**src/rtl/daq_gate_pkg.sv**
```systemverilog
package daq_gate_pkg;

    typedef enum logic [2:0] {
        ST_STOPPED   = 3'd0,
        ST_START_MSG = 3'd1,
        ST_GAP       = 3'd2,
        ST_IN_PKT    = 3'd3,
        ST_STOP_MSG  = 3'd4
    } gate_state_t;

    localparam int SUBTYPE_W = 4;
    localparam logic [SUBTYPE_W-1:0] SUB_START = 4'd1;
    localparam logic [SUBTYPE_W-1:0] SUB_STOP  = 4'd2;

endpackage

```
**src/rtl/daq_cmd_decode.sv**
```systemverilog
module daq_cmd_decode #(
    parameter int ADDR_W = 4,
    parameter int DATA_W = 32,
    parameter logic [ADDR_W-1:0] START_ADDR = 4'h0,
    parameter logic [ADDR_W-1:0] STOP_ADDR  = 4'h1
) (
    input  logic              wr_en,
    input  logic [ADDR_W-1:0] addr,
    input  logic [DATA_W-1:0] wdata,
    output logic              start_hit,
    output logic              stop_hit
);
    // The data value of a command write is deliberately discarded.
    logic unused_wdata;
    assign unused_wdata = ^wdata;

    always_comb begin
        start_hit = wr_en && (addr == START_ADDR);
        stop_hit  = wr_en && (addr == STOP_ADDR);
    end
endmodule

```
**src/rtl/daq_gate_fsm.sv**
```systemverilog
module daq_gate_fsm
    import daq_gate_pkg::*;
(
    input  logic        clk,
    input  logic        rst_n,
    input  logic        start_hit,
    input  logic        stop_hit,
    input  logic        in_fire,
    input  logic        in_first,
    input  logic        in_last,
    input  logic        out_fire,
    output gate_state_t state
);
    gate_state_t state_d;
    logic        stop_pend_q;
    logic        stop_pend_d;

    // State register process.
    always_ff @(posedge clk) begin
        if (!rst_n) begin
            state       <= ST_STOPPED;
            stop_pend_q <= 1'b0;
        end else begin
            state       <= state_d;
            stop_pend_q <= stop_pend_d;
        end
    end

    // Next-state process.
    always_comb begin
        state_d     = state;
        stop_pend_d = stop_pend_q;
        unique case (state)
            ST_STOPPED: begin
                stop_pend_d = 1'b0;
                if (start_hit) state_d = ST_START_MSG;
            end
            ST_START_MSG: begin
                if (stop_hit) stop_pend_d = 1'b1;
                if (out_fire) begin
                    if (stop_pend_q || stop_hit) begin
                        state_d     = ST_STOP_MSG;
                        stop_pend_d = 1'b0;
                    end else begin
                        state_d = ST_GAP;
                    end
                end
            end
            ST_GAP: begin
                if (stop_hit) begin
                    state_d = ST_STOP_MSG;
                end else if (in_fire && in_first && !in_last) begin
                    state_d = ST_IN_PKT;
                end
            end
            ST_IN_PKT: begin
                if (stop_hit) stop_pend_d = 1'b1;
                if (in_fire && in_last) begin
                    if (stop_pend_q || stop_hit) begin
                        state_d     = ST_STOP_MSG;
                        stop_pend_d = 1'b0;
                    end else begin
                        state_d = ST_GAP;
                    end
                end
            end
            ST_STOP_MSG: begin
                stop_pend_d = 1'b0;
                if (out_fire) state_d = ST_STOPPED;
            end
            default: begin
                state_d     = ST_STOPPED;
                stop_pend_d = 1'b0;
            end
        endcase
    end
endmodule

```
**src/rtl/daq_stream_mux.sv**
```systemverilog
module daq_stream_mux
    import daq_gate_pkg::*;
#(
    parameter int DATA_W = 32,
    parameter int TYPE_W = 8,
    parameter logic [TYPE_W-1:0] MSG_TYPE = 8'hE5
) (
    input  gate_state_t       state,
    input  logic              stop_hit,
    input  logic              in_valid,
    input  logic [DATA_W-1:0] in_data,
    input  logic              in_first,
    input  logic              in_last,
    input  logic              out_ready,
    output logic              in_ready,
    output logic              out_valid,
    output logic [DATA_W-1:0] out_data,
    output logic              out_first,
    output logic              out_last,
    output logic              out_sys
);
    localparam int PAD_W = DATA_W - TYPE_W - SUBTYPE_W;

    logic [DATA_W-1:0] start_word;
    logic [DATA_W-1:0] stop_word;

    assign start_word = {MSG_TYPE, {PAD_W{1'b0}}, SUB_START};
    assign stop_word  = {MSG_TYPE, {PAD_W{1'b0}}, SUB_STOP};

    // Output process: drives the stream from the current state.
    always_comb begin
        in_ready  = 1'b0;
        out_valid = 1'b0;
        out_data  = '0;
        out_first = 1'b0;
        out_last  = 1'b0;
        out_sys   = 1'b0;
        unique case (state)
            ST_START_MSG, ST_STOP_MSG: begin
                out_valid = 1'b1;
                out_data  = (state == ST_START_MSG) ? start_word : stop_word;
                out_first = 1'b1;
                out_last  = 1'b1;
                out_sys   = 1'b1;
            end
            ST_GAP: begin
                if (!stop_hit) begin
                    in_ready  = out_ready;
                    out_valid = in_valid;
                    out_data  = in_data;
                    out_first = in_first;
                    out_last  = in_last;
                end
            end
            ST_IN_PKT: begin
                in_ready  = out_ready;
                out_valid = in_valid;
                out_data  = in_data;
                out_first = in_first;
                out_last  = in_last;
            end
            default: ;
        endcase
    end
endmodule

```
**src/rtl/daq_stream_gate.sv**
```systemverilog
module daq_stream_gate
    import daq_gate_pkg::*;
#(
    parameter int DATA_W = 32,
    parameter int ADDR_W = 4,
    parameter int TYPE_W = 8,
    parameter logic [TYPE_W-1:0] MSG_TYPE   = 8'hE5,
    parameter logic [ADDR_W-1:0] START_ADDR = 4'h0,
    parameter logic [ADDR_W-1:0] STOP_ADDR  = 4'h1
) (
    input  logic              clk,
    input  logic              rst_n,
    input  logic              cmd_wr_en,
    input  logic [ADDR_W-1:0] cmd_addr,
    input  logic [DATA_W-1:0] cmd_wdata,
    input  logic              in_valid,
    output logic              in_ready,
    input  logic [DATA_W-1:0] in_data,
    input  logic              in_first,
    input  logic              in_last,
    output logic              out_valid,
    input  logic              out_ready,
    output logic [DATA_W-1:0] out_data,
    output logic              out_first,
    output logic              out_last,
    output logic              out_sys
);
    gate_state_t gate_state;
    logic        start_hit;
    logic        stop_hit;
    logic        in_fire;
    logic        out_fire;

    assign in_fire  = in_valid && in_ready;
    assign out_fire = out_valid && out_ready;

    daq_cmd_decode #(
        .ADDR_W(ADDR_W), .DATA_W(DATA_W),
        .START_ADDR(START_ADDR), .STOP_ADDR(STOP_ADDR)
    ) u_dec (
        .wr_en(cmd_wr_en), .addr(cmd_addr), .wdata(cmd_wdata),
        .start_hit(start_hit), .stop_hit(stop_hit)
    );

    daq_gate_fsm u_fsm (
        .clk(clk), .rst_n(rst_n),
        .start_hit(start_hit), .stop_hit(stop_hit),
        .in_fire(in_fire), .in_first(in_first), .in_last(in_last),
        .out_fire(out_fire), .state(gate_state)
    );

    daq_stream_mux #(
        .DATA_W(DATA_W), .TYPE_W(TYPE_W), .MSG_TYPE(MSG_TYPE)
    ) u_mux (
        .state(gate_state), .stop_hit(stop_hit),
        .in_valid(in_valid), .in_data(in_data),
        .in_first(in_first), .in_last(in_last),
        .out_ready(out_ready), .in_ready(in_ready),
        .out_valid(out_valid), .out_data(out_data),
        .out_first(out_first), .out_last(out_last), .out_sys(out_sys)
    );
endmodule

```
**config.mk**
```make
export PLATFORM = sky130hd
export DESIGN_NAME = daq_stream_gate
export DESIGN_NICKNAME = d
export VERILOG_FILES = /design/src/rtl/daq_gate_pkg.sv /design/src/rtl/daq_cmd_decode.sv /design/src/rtl/daq_gate_fsm.sv /design/src/rtl/daq_stream_mux.sv /design/src/rtl/daq_stream_gate.sv
export SDC_FILE = /design/constraint.sdc
export NUM_CORES = 1
export LEC_CHECK = 0
export ABC_AREA = 1
export BUFFER_PORTS_ARGS = -buffer_cell sky130_fd_sc_hd__buf_2
export CELL_PAD_IN_SITES_DETAIL_PLACEMENT = 1
export CELL_PAD_IN_SITES_GLOBAL_PLACEMENT = 1
export CORE_ASPECT_RATIO = 0.8
export CORE_MARGIN = 2
export CORE_UTILIZATION = 15
export CTS_CLUSTER_DIAMETER = 60
export CTS_CLUSTER_SIZE = 12
export DETAILED_ROUTE_END_ITERATION = 8
export PLACE_DENSITY_LB_ADDON = 0.1
export SLEW_MARGIN = 25
export SYNTH_ARGS = -nofsm -noshare
export SYNTH_HDL_FRONTEND = slang
export SYNTH_SLANG_ARGS = --single-unit
```
**constraint.sdc**
```tcl
create_clock -name clk -period 1.8 [get_ports clk]
set_input_delay 0.09 -clock clk [delete_from_list [all_inputs] [get_ports clk]]
set_output_delay 0.09 -clock clk [all_outputs]
set_load 0.02 [all_outputs]
```
======== Word level (Yosys, flattened, before mapping) ========
Cells that the tools add are included.
W data, S select, Z words.
word-level totals
  output and inout port bits .............. 37
  logic and storage cells ................. 50
  register bits ........................... 4
  bits of input ports ..................... 75
cells by class
  muxes and demuxes ....................... 25
  equal/unequal tests ..................... 10
  reductions and logical operators ........ 13
operators with widths
  cell                  count
  $pmux W32 S3          1
  $mux W32              1
  $mux W3               7
  $pmux W3 S5           1
  $pmux W1 S3           4
  $mux W1               9
  $logic_and A1 B1 Y1   7
  $eq A3 B2 Y1 const B  2
  $ne A2 B2 Y1 const B  3
  $reduce_and A5 Y1     1
  $eq A4 B1 Y1 const B  1
  $logic_not A4 Y1      1
  $eq A3 B1 Y1 const B  1
  $eq A3 B3 Y1 const B  1
  $logic_not A3 Y1      1
  $ne A3 B1 Y1 const B  1
  $mux W2               1
  $ne A2 B1 Y1 const B  1
  $pmux W1 S2           1
  $reduce_or A2 Y1      1
  $logic_not A1 Y1      1
  $logic_or A1 B1 Y1    1

======== Logic depth before layout (Yosys ltp) ========
Gate-level depths: netlist of run 1.
  depth in word-level cells ............... 10
  mapped depth ............................ 11
  mapped depth without buffers ............ 11

======== Hierarchy ========
Synthesis of run 1 repeated with hierarchy kept, for this count alone.
second synthesis, totals
  cells, all modules ...................... 149
  area total of the unflattened synthesis .. 908.4 µm²
modules (own cells, without submodules)
  module           seq. area each (µm²)  area each (µm²)  instances  cells an instance
  daq_stream_mux   0.0                   558.0            1          89
  daq_gate_fsm     80.1                  305.3            1          48
  daq_cmd_decode   0.0                   30.0             1          8
  daq_stream_gate  0.0                   15.0             1          4

======== Worst setup path after synthesis of run 1 ========
OpenSTA, ideal clock, no wires.
  kind .................................... flip-flop to output port
  start ................................... reg u_fsm.state[1]
  end ..................................... out out_data[24]
  buffers on the path ..................... 2
  arrival ................................. 1.504 ns
  cell stages (with the launch flop) ...... 9
  setup slack ............................. 0.206 ns
  required time ........................... 1.710 ns
  cell sequence ........................... dfxtp_1 -> buf_2 -> nand2_4 -> nor2_1 -> nand2_1 -> inv_2 -> nor2_4 -> buf_6 -> o21ai_0
between the ends
  longest elaborated chain between the ends .. 3
  elaborated cells on any way between the ends .. 6
ends and longest elaborated chain
  element                                              RTL line               source
  from (decl)                                          daq_gate_fsm.sv:12     output gate_state_t state
  from (signal assigned)                               daq_gate_fsm.sv:24     state <= state_d;
  $eq A3 B1 Y1 / $eq A3 B3 Y1 (equally long branches)  daq_stream_mux.sv:38   unique case (state)
  $reduce_or A2 Y1                                     daq_stream_mux.sv:38
  $pmux W32 S3 *                                       daq_stream_mux.sv:38
  to (decl)                                            daq_stream_gate.sv:23  output logic [DATA_W-1:0] out_data,
Every way passes the cells marked *; elsewhere a longest branch is shown, timed or not.

======== Worst setup path after layout of run 1 ========
  start ................................... reg u_fsm.state[2]
  end ..................................... out out_data[23]
Same word-level chain as after synthesis.

==> metrics, run 1 <==
Sw Share=57.1%; vias in the first global route=995; die area=5220 um^2; Clock Power Share=a little over a tenth; die width=approximately 80 um; hold path start=rst_n; max-slew violations=0; VDD IR max=around 0.49 mV; r2r endpoint=u_fsm.state[2]$_SDFFE_PN0P_; drt pass-1 iters=4; # DRC=0; setup TNS=0 ns; Reg power frac=under 10%; Pint=roughly 0.74 mW; reg2reg path depth=11; CTS buffer count=3; fill cell count=between 600 and 700; Max clock buf depth=2; H-tree Lvls=1; CP Launch Type=register; number of antenna violations at the first check in global routing=0; Crit path arrival time=between 1.5 and 2 ns; fmax=610 MHz; Logic pwr share=between 80 and 90%; status=finished, final reports clean; Final ANT Viol Nets=0; final hold vios=0; total number of vias=between 1000 and 1500; relative slew slack=between 80% and 90%; Worst-Margin Slew=0.286 ns; R2R Path Start=u_fsm.state[0]$_SDFFE_PN0P_; Multi-input gate area=approximately 420 um^2; PD cells=around 1400 nW/um^2; share of cells above drive strength 1=~47%; CTS clk-pin slew, worst paths=0.03 ns; Synth Net Count=roughly 210; pre-CTS setup slack=about 0.3 ns; mean post-synth cell area=slightly above 5 um^2; # rows=22; Antenna diodes=0; first-pass GRT wire length=between 4 and 5 mm; die height=about 65 um; area delta synth->final=78.0%; synthesized instance count=approximately 140; final period utilization=between 90% and 100%; IO buf count=79; dpl hpwl=between 2 and 2.5 mm; GRT Total Usage=approximately 10%; per-cell routed wire length=9.52 um; total gr overflow=0; # Max-Cap Violations=0; post-DR vias/cell=between 3 and 4; largest net degree at the start of global routing=21; R2R Setup Slk=between 0.3 and 0.4 ns; P_sw=approximately 0.98 mW; library cells used by synthesis=22; clk_lat worst skew=about 0.22 ns; worst-path maximum fanout=20; Static Leakage=around 0.85 nW; Post-Syn Area=~700 um^2; Tightest Hold Check Type=input port to register; number of setup violations in the final report=0; Critical Path Start=u_fsm.state[2]$_SDFFE_PN0P_; CTS tree=done; Core Footprint=~4500 um^2; Clock Sinks=4; RSZ-0062 raised after global routing=no; skew final=about 0.0035 ns; Data required, critical path=between 1.5 and 2 ns; gp weighted congestion=just under 0.7; yosys warns=0; IO Count=112; sequential area share after synthesis=11.5%; Reg area=between 80 and 90 um^2; initial core utilization=roughly 15%; min Tclk post-route=~1.6 ns; clock root cell=clkbuf_8; post-route setup slack=roughly 0.16 ns; Final #Nets=300; crit path capture=out_data[23]; Iteration-0 DRC Markers=11; drt total wl=about 2.7 mm; FF+latch count, synth=4; crit end category=primary output; WS Path Type=register to primary output
-- how the worst min path moves through the flow --
stage | end | cells past startpoint
final | u_fsm.state[1]$_SDFFE_PN0P_ | 3
after global routing | u_fsm.state[1]$_SDFFE_PN0P_ | 3
after CTS | u_fsm.state[1]$_SDFFE_PN0P_ | 3
after detailed placement | u_fsm.state[1]$_SDFFE_PN0P_ | 3
after global placement | u_fsm.state[1]$_SDFFE_PN0P_ | 3
after floorplan | u_fsm.state[1]$_SDFFE_PN0P_ | 2
-- cell usage in the layout (no fill, tap or decap), types with 2 or more instances in the layout --
cell type,count
inv_2,4
clkbuf_8,3
nand2_1,14
nor2_4,2
nand3_1,10
nand4_1,2
dfxtp_1,3
nor2_1,33
buf_2,79
inv_1,40
o31ai_1,4
nor3_1,2
o21ai_0,6
nand2_2,5
a21oi_1,2
buf_4,5
-- power groups by stage --
stage	Clock, mW	Combinational, mW	Sequential, mW
detailed placement	0	1.40	0.152
CTS	0.192	1.40	0.150
finish	0.186	1.38	0.152
global route	0.201	1.54	0.158
global placement	0	1.41	0.155
floorplan	0	0.936	0.143
-- metrics by stage --
step	area [um^2]	hold WS, ns	instances	power, mW	utilization, %
after floorplan	698	0.188	138	1.08	-
final	1240	0.125	283	1.72	27.4
after global placement	1190	0.343	279	1.56	26.2
after global routing	1240	0.133	283	1.90	27.4
after CTS	1230	0.119	282	1.74	27.1
after detailed placement	1190	0.342	279	1.55	26.2
-- cells by family (layout without fill, tap and decap cells) --
family          count (synthesis)  count (layout)  synth area share (%)
buf+inv                        49             133                  29.4
compound gates                 15              15                  13.1
flops                           4               4                  11.5
simple gates                   70              71                  46.1
-- timing repair --
action,in CTS,in global routing
hold buffers,0,0
buffers inserted,0,0
resized for setup,0,2
endpoints found under the setup margin,0,26
-- critical path, stage by stage, from the launching register on --
cell and delay [ns]:
dfxtp_1 0.31, inv_2 0.12, nand2_4 0.06, nor2_1 0.15, nand2_2 0.10, inv_2 0.11
nor2_4 0.08, buf_12 0.15, nor2_1 0.09, buf_2 0.17
-- per-layer routing --
metal,global-route usage (%),wire length (um),share of wire [%]
met5,0,0,0
met1,13.4,1270,47
met4,0.636,0,0
met2,16.8,1190,44
met3,2.79,227,8.4
-- synth_stat cells, drive strengths merged --
library cell | count | area [um^2]
nand2 | 20 | 92.6
nor2 | 35 | 146
clkinv | 1 | 5.00
nand4 | 2 | 12.5
nand3 | 11 | 60.1
o21a | 1 | 7.51
a31oi | 1 | 6.26
inv | 44 | 165
o21ai | 6 | 30.0
buf | 4 | 35.0
nor3 | 2 | 10.0
o31ai | 4 | 30.0
o211ai | 1 | 7.51
a21oi | 2 | 10.0
dfxtp | 4 | 80.1
-- sequential cells by signal, summed over array words and instances (netlist names) --
| signal | cells |
|---|---|
| u_fsm.stop_pend_q | 1 |
| u_fsm.state | 3 |
-- cell type report --
cell class	count	share of cell area, %
well taps	60	6.04
flip-flops and latches	4	6.55
inverters	45	13.7
repair buffers	85	36.5
multi-input cells	86	33.9
clock buffers	3	3.32
Power figures use the tool's default switching activity.
==> run 2, diff against run 1 <==
- clock period: 1.8 -> 1.75 ns (I/O delays scaled with it)
==> run 2 against run 1 <==
Net effect:
- sequential power is 4% higher
- first-iteration DRC count is 150% higher
- hold slack worse by 0.0097 ns
- sequential share of layout area hardly changed
- largest cell class unchanged
- largest power group unchanged
==> metrics, run 2 (synthesized netlist as in run 1, its figures left out) <==
clk_lat worst skew=0.21 ns (about the same); GRT Total Usage=10.0% (about the same); WS Path Type=register to primary output; post-DR vias/cell=3.76 (-0.65%); min Tclk post-route=~1.6 ns; crit path capture=out_data[26]; clock root cell=clkbuf_8; per-cell routed wire length=9.68 um (+1.7%); pre-CTS setup slack=0.239 ns (-0.0561 ns); Worst-Margin Slew=0.318 ns (+0.0322 ns); post-route setup slack=0.133 ns (-0.0269 ns); drt pass-1 iters=3 (-1); Static Leakage=0.852 nW (+0.12%); max incr delay on CP=0.42 ns (+0.11 ns); # rows=22 (unchanged); R2R Path Start=u_fsm.state[0]$_SDFFE_PN0P_; gp weighted congestion=0.678 (-2.3%); CP Launch Type=register; Iteration-0 DRC Markers=27 (+16); R2R Setup Slk=0.30 ns (-0.06 ns); RSZ-0062 raised after global routing=no; Max clock buf depth=2 (unchanged); fill cell count=647 (+3.4%); PD cells=1430 nW/um^2 (+3.3%); r2r endpoint=u_fsm.stop_pend_q$_SDFFE_PN0N_; biggest regs=u_fsm.state x3, u_fsm.stop_pend_q x1; drt total wl=2.74 mm (+1.7%); most common cell after layout, fill and taps aside=buf_2; register name with the most flops=u_fsm.state; number of setup violations in the final report=0 (unchanged); crit end category=primary output; Core Footprint=4540 um^2 (unchanged); final period utilization=92.4%; number of antenna violations at the first check in global routing=0 (unchanged); setup TNS=0 ns (unchanged); die width=80.3 um (unchanged); Reg area=81.3 um^2 (unchanged); Layout Cells excl Fill=283 (unchanged); CP cell instances=inv_2 > nor2_4 > nand2_1 > nand2_2 > inv_1 > o21ai_0 > buf_2; max-slew violations=0 (unchanged); VDD IR max=0.631 mV (+29%); CTS clk-pin slew, worst paths=0.03 ns (about the same); IO Count=112 (unchanged); Clock Sinks=4 (unchanged); Data required, critical path=1.66 ns (-0.05 ns); skew final=0.000977 ns (-0.00250 ns); IO buf count=79 (unchanged); area delta synth->final=79.0%; total gr overflow=0 (unchanged); relative slew slack=78.6% (-2.2 points); status=finished, final reports clean; Tightest Hold Check Type=input port to register; vias in the first global route=996 (+0.10%); CTS tree=done; H-tree Lvls=1 (unchanged); reg2reg path depth=7 (-4); Placed Area=1190 um^2 (unchanged); Final ANT Viol Nets=0 (unchanged); fin area=1250 um^2 (+0.60%); Multi-input gate area=429 um^2 (+1.8%); Final #Nets=300 (unchanged); commonest cells after routing, fill and taps aside=buf_2 (79), inv_1 (40), nor2_1 (32); CTS buffer count=3 (unchanged); initial core utilization=15.4% (unchanged); dpl hpwl=2.40 mm (+2.6%); critical path's slowest cell=dfxtp_1; die height=65.0 um (unchanged); largest net degree at the start of global routing=21 (unchanged); # DRC=0 (unchanged); Antenna diodes=0 (unchanged); final hold vios=0 (unchanged); total number of vias=1063 (-0.65%); share of cells above drive strength 1=47.5% (+0.90 points); first-pass GRT wire length=4.24 mm (-0.82%); worst-path maximum fanout=8 (-60%); fmax=618 MHz; die area=5220 um^2 (unchanged); Critical Path Start=u_fsm.state[0]$_SDFFE_PN0P_; placed cell count=279 (unchanged); Crit path arrival time=1.53 ns (-0.02 ns); # Max-Cap Violations=0 (unchanged); max FFs per register=3 (unchanged)
## run 2: cell count changes in the layout (fill, tap and decap cells not counted)
cell,before,now
nor2_2,1,2
o31ai_1,4,3
nor2_1,33,32
o31ai_2,0,1
## run 2: routing by layer
metal | up-vias | track usage (%) | routed length, um
li1 | 575 | - | -
met3 | 0 | 2.65 | 204
met4 | 0 | 1.27 | 0
met5 | - | 0 | 0
met2 | 34 | 17.7 | 1250
met1 | 454 | 12.4 | 1290
## run 2: layout make-up
class | instances | area share [%]
timing repair buffer | 85 | 36.2
multi-input combinational | 86 | 34.3
inverter | 45 | 13.6
sequential | 4 | 6.51
tap | 60 | 6.01
clock buffer | 3 | 3.30
## run 2: how the worst min path moves through the flow
stage          startpoint                              to  cells after the start
6_report            rst_n     u_fsm.state[1]$_SDFFE_PN0P_                      3
3_3_place_gp        rst_n     u_fsm.state[1]$_SDFFE_PN0P_                      3
5_1_grt             rst_n  u_fsm.stop_pend_q$_SDFFE_PN0N_                      2
3_5_place_dp        rst_n     u_fsm.state[1]$_SDFFE_PN0P_                      3
2_1_floorplan       rst_n     u_fsm.state[1]$_SDFFE_PN0P_                      2
4_1_cts             rst_n     u_fsm.state[1]$_SDFFE_PN0P_                      3
## run 2: worst max-delay path, delay by kind of cell (launching register included)
family	cells	cell delay (ns)
flops	1	0.42
compound gates	1	0.11
simple gates	3	0.38
buf+inv	3	0.41
## run 2: metrics by stage
stage               hold WS (ns)  total power [mW]  utilization, %
floorplan                  0.185              1.11               -
global placement           0.338              1.61            26.2
detailed placement         0.339              1.60            26.2
CTS                        0.116              1.80            27.1
global route               0.145              1.97            27.5
finish                     0.115              1.79            27.5
## run 2: report_power, final
part | leakage (nW) | switching (mW) | internal (mW)
Clock | 0.0216 | 0.0437 | 0.146
Combinational | 0.797 | 0.945 | 0.496
Sequential | 0.0331 | 0.0359 | 0.122
## run 2: timing repair
item / CTS / global route
hold buffers: 0 / 0
setup buffers: 0 / 0
setup endpoints to repair: 0 / 32
resized for setup: 0 / 4
==> run 3, diff against run 2 <==
- CORE_UTILIZATION: 15 -> 19
- SYNTH_HIERARCHICAL: default -> 1
==> run 3 against run 2 <==
Net effect:
- count of clock-buffer cells in the layout unchanged
- sequential cell count unchanged
- register-to-register slack worse by 0.08 ns
- clock power about the same
- highest routed layer unchanged
- critical path depth rose by 6
- non-clock buffer count rose by 3
- via count rose by 7.1%
- cell count grew 4.6%
- die area is 2.6% higher
- largest power group unchanged
- routed wire length increased by 0.80%
==> metrics, run 3 <==
status=finished, final reports clean; max-slew violations=0 (unchanged); Compound-Gate Fraction of Synth Area=3.03% (-10 points); # rows=22 (unchanged); synthesized instance count=149 (+8.0%); # DRC=0 (unchanged); Data required, critical path=1.85 ns (+0.19 ns); fmax=652 MHz (+5.5%); CTS buffer count=3 (unchanged); WS Path Type=register to register; mux cell area share after synthesis=0% (unchanged); Clock Sinks=4 (unchanged); total number of vias=1138 (+7.1%); most frequent cell after synthesis=inv_1; Static Leakage=0.895 nW (+5.1%); max layer used=met3; Min-Delay Path Depth=3 (unchanged); yosys warns=6 (+6); reg2reg path depth=13 (+6); die width=81.3 um (+1.3%); Core Footprint=4600 um^2 (+1.2%); hold path start=rst_n; largest cells by area after synthesis=nor2_4 (29%), inv_1 (17%), nand2_1 (12%), dfxtp_1 (8.8%), nand3_1 (8.3%); skew final=0.000171 ns (-0.000806 ns); final period utilization=87.6% (-4.8 points); largest net degree at the start of global routing=18 (-14%); PD cells=1290 nW/um^2 (-9.6%); FF+latch count, synth=4 (unchanged); biggest regs=u_fsm/state x3, u_fsm/stop_pend_q x1; number of setup violations in the final report=0 (unchanged); H-tree Lvls=1 (unchanged); register name with the most flops=u_fsm/state; area delta synth->final=58.3%; commonest cells after routing, fill and taps aside=buf_2 (79), inv_1 (40), nand2_1 (29); total gr overflow=0 (unchanged); WL met3=362 um (+77%); post-synthesis simple-gate area fraction=64.3% (+18 points); max FFs per register=3 (unchanged); Crit path arrival time=1.63 ns (+0.10 ns); IO Count=112 (unchanged); Tightest Hold Check Type=input port to register; drt total wl=2.76 mm (+0.80%); Final ANT Viol Nets=0 (unchanged); hold path endpoint=u_fsm/state[2]$_SDFFE_PN0P_; CTS tree=done; area leader, netlist=nor2_4; Post-Syn Area=908 um^2 (+30%); R2R Path Start=u_fsm/state[0]$_SDFFE_PN0P_; final hold vios=0 (unchanged); clock root cell=clkbuf_8; library cells used by synthesis=19 (-14%); Iteration-0 DRC Markers=17 (-37%); DR WL met2=1.24 mm (-0.64%); sequential area share after synthesis=8.82% (-2.7 points); Antenna diodes=0 (unchanged); VDD IR max=0.515 mV (-18%); Max clock buf depth=2 (unchanged); Yosys top cell area share=28.5% (+7.0 points); clk_lat worst skew=0.21 ns (about the same); post-CTS setup buffer count=0 (unchanged); Synth Flop Type=dfxtp_1; met1 wire length=1.16 mm (-9.9%); per-cell routed wire length=9.33 um (-3.6%); CTS clk-pin slew, worst paths=0.03 ns (about the same); share of cells above drive strength 1=54.7% (+7.1 points); dpl hpwl=2.43 mm (+1.3%); Post-synth EDFFs=0 (unchanged); placed cell count=293 (+5.0%); fill cell count=642 (-0.77%); vias in the first global route=1094 (+9.8%); most common cell after layout, fill and taps aside=buf_2; die area=5350 um^2 (+2.6%); Final #Nets=313 (+4.3%); XOR/XNOR Fraction of Synth Area=0% (unchanged); pre-CTS setup slack=0.124 ns (-0.116 ns); number of antenna violations at the first check in global routing=0 (unchanged); IO buf count=79 (unchanged); Worst-Margin Slew=0.364 ns (+0.0458 ns); synth cell count leaders=inv_1 (40), nand2_1 (29), nor2_4 (23), nand3_1 (15), nor2_1 (15); CP Launch Type=register; largest family of logic cells by synthesized area=simple AND/OR/NAND/NOR gates; GRT Total Usage=10.5% (+0.47 points); worst-path maximum fanout=5 (-3); post-route setup slack=0.217 ns (+0.0841 ns); # Max-Cap Violations=0 (unchanged); relative slew slack=75.7% (-2.9 points); first-pass GRT wire length=4.62 mm (+9.0%); min Tclk post-route=1.53 ns (-0.0841 ns); adder-cell share of the synthesized area=0% (unchanged); r2r endpoint=u_fsm/state[1]$_SDFFE_PN0P_; R2R Setup Slk=0.22 ns (-0.08 ns); RSZ-0062 raised after global routing=no; drt pass-1 iters=3 (unchanged); setup TNS=0 ns (unchanged); mean post-synth cell area=6.10 um^2 (+21%); ys async rst share=0% (unchanged); gp weighted congestion=0.688 (+1.5%); post-DR vias/cell=3.84 (+2.4%); crit end category=register; Synth Net Count=224 (+5.2%); die height=65.8 um (+1.3%); initial core utilization=19.8% (+4.4 points); Layout Cells excl Fill=296 (+4.6%)
-- run 3: changes by cell type after synthesis, moves of 2 or more --
cell | previous run | this run
nor2_4 | 2 | 23
nor2_1 | 33 | 15
nand2_1 | 15 | 29
nand3_1 | 10 | 15
o21ai_0 | 6 | 2
o31ai_1 | 4 | 0
buf_12 | 0 | 2
buf_6 | 2 | 0
nand3_2 | 1 | 3
nor2_2 | 0 | 2
nor3_1 | 2 | 0
-- run 3: worst max path at each step --
stage                                     start                     endpoint  slack, ns
floorplan           u_fsm/state[1]$_SDFFE_PN0P_  u_fsm/state[1]$_SDFFE_PN0P_      0.003
global placement    u_fsm/state[0]$_SDFFE_PN0P_  u_fsm/state[1]$_SDFFE_PN0P_       0.11
detailed placement  u_fsm/state[2]$_SDFFE_PN0P_  u_fsm/state[1]$_SDFFE_PN0P_       0.12
CTS                 u_fsm/state[2]$_SDFFE_PN0P_  u_fsm/state[1]$_SDFFE_PN0P_       0.11
global route        u_fsm/state[0]$_SDFFE_PN0P_  u_fsm/state[1]$_SDFFE_PN0P_      0.007
finish              u_fsm/state[0]$_SDFFE_PN0P_  u_fsm/state[1]$_SDFFE_PN0P_       0.22
-- run 3: cell families after synthesis --
logic type             Yosys count
AND/OR/NAND/NOR                 93
buffers and inverters           47
AO/OA/AOI/OAI                    5
flip-flops                       4
-- run 3: metrics by stage --
stage	total power [mW]	util [%]	area (um^2)	hold slack, ns
2_1_floorplan	1.22	-	910	0.200
6_report	1.86	31.3	1440	0.121
5_1_grt	2.06	31.3	1440	0.132
3_3_place_gp	1.69	30.3	1390	0.351
3_5_place_dp	1.69	30.3	1390	0.349
4_1_cts	1.90	31.2	1430	0.126
-- run 3: final cells by class --
| cell class | instances | area [um^2] | area share, % |
|---|---|---|---|
| well taps | 60 | 75.1 | 5.22 |
| flip-flops and latches | 4 | 82.6 | 5.74 |
| repair buffers | 88 | 463 | 32.2 |
| clock buffers | 3 | 41.3 | 2.87 |
| multi-input cells | 98 | 614 | 42.7 |
| inverters | 43 | 161 | 11.2 |
-- run 3: power by group --
part	switching, mW	internal, mW	leakage, nW
clock network	0.0427	0.146	0.0216
logic	0.990	0.513	0.840
registers	0.0460	0.123	0.0334
-- run 3: worst max-delay path: stages, from the launching register on --
cell     delay (ns)
dfxtp_1        0.40
inv_2          0.06
nand2_2        0.10
nand2_4        0.07
nor2_4         0.08
nand2_1        0.05
inv_1          0.07
nand2_1        0.06
nor2_2         0.16
nor2_4         0.06
nor2_4         0.13
nand2_1        0.07
nand2_1        0.06
nor2_1         0.04
-- run 3: repair_timing --
item                       4_1_cts  5_1_grt
hold buffers                     0        0
setup endpoints to repair        0        3
gates resized for setup          0        3
-- run 3: metal layers --
| metal | up-vias | global-route usage (%) |
|---|---|---|
| li1 | 601 | - |
| met1 | 485 | 13.1 |
| met2 | 52 | 18.6 |
| met3 | 0 | 2.46 |
| met4 | 0 | 1.27 |
| met5 | - | 0 |
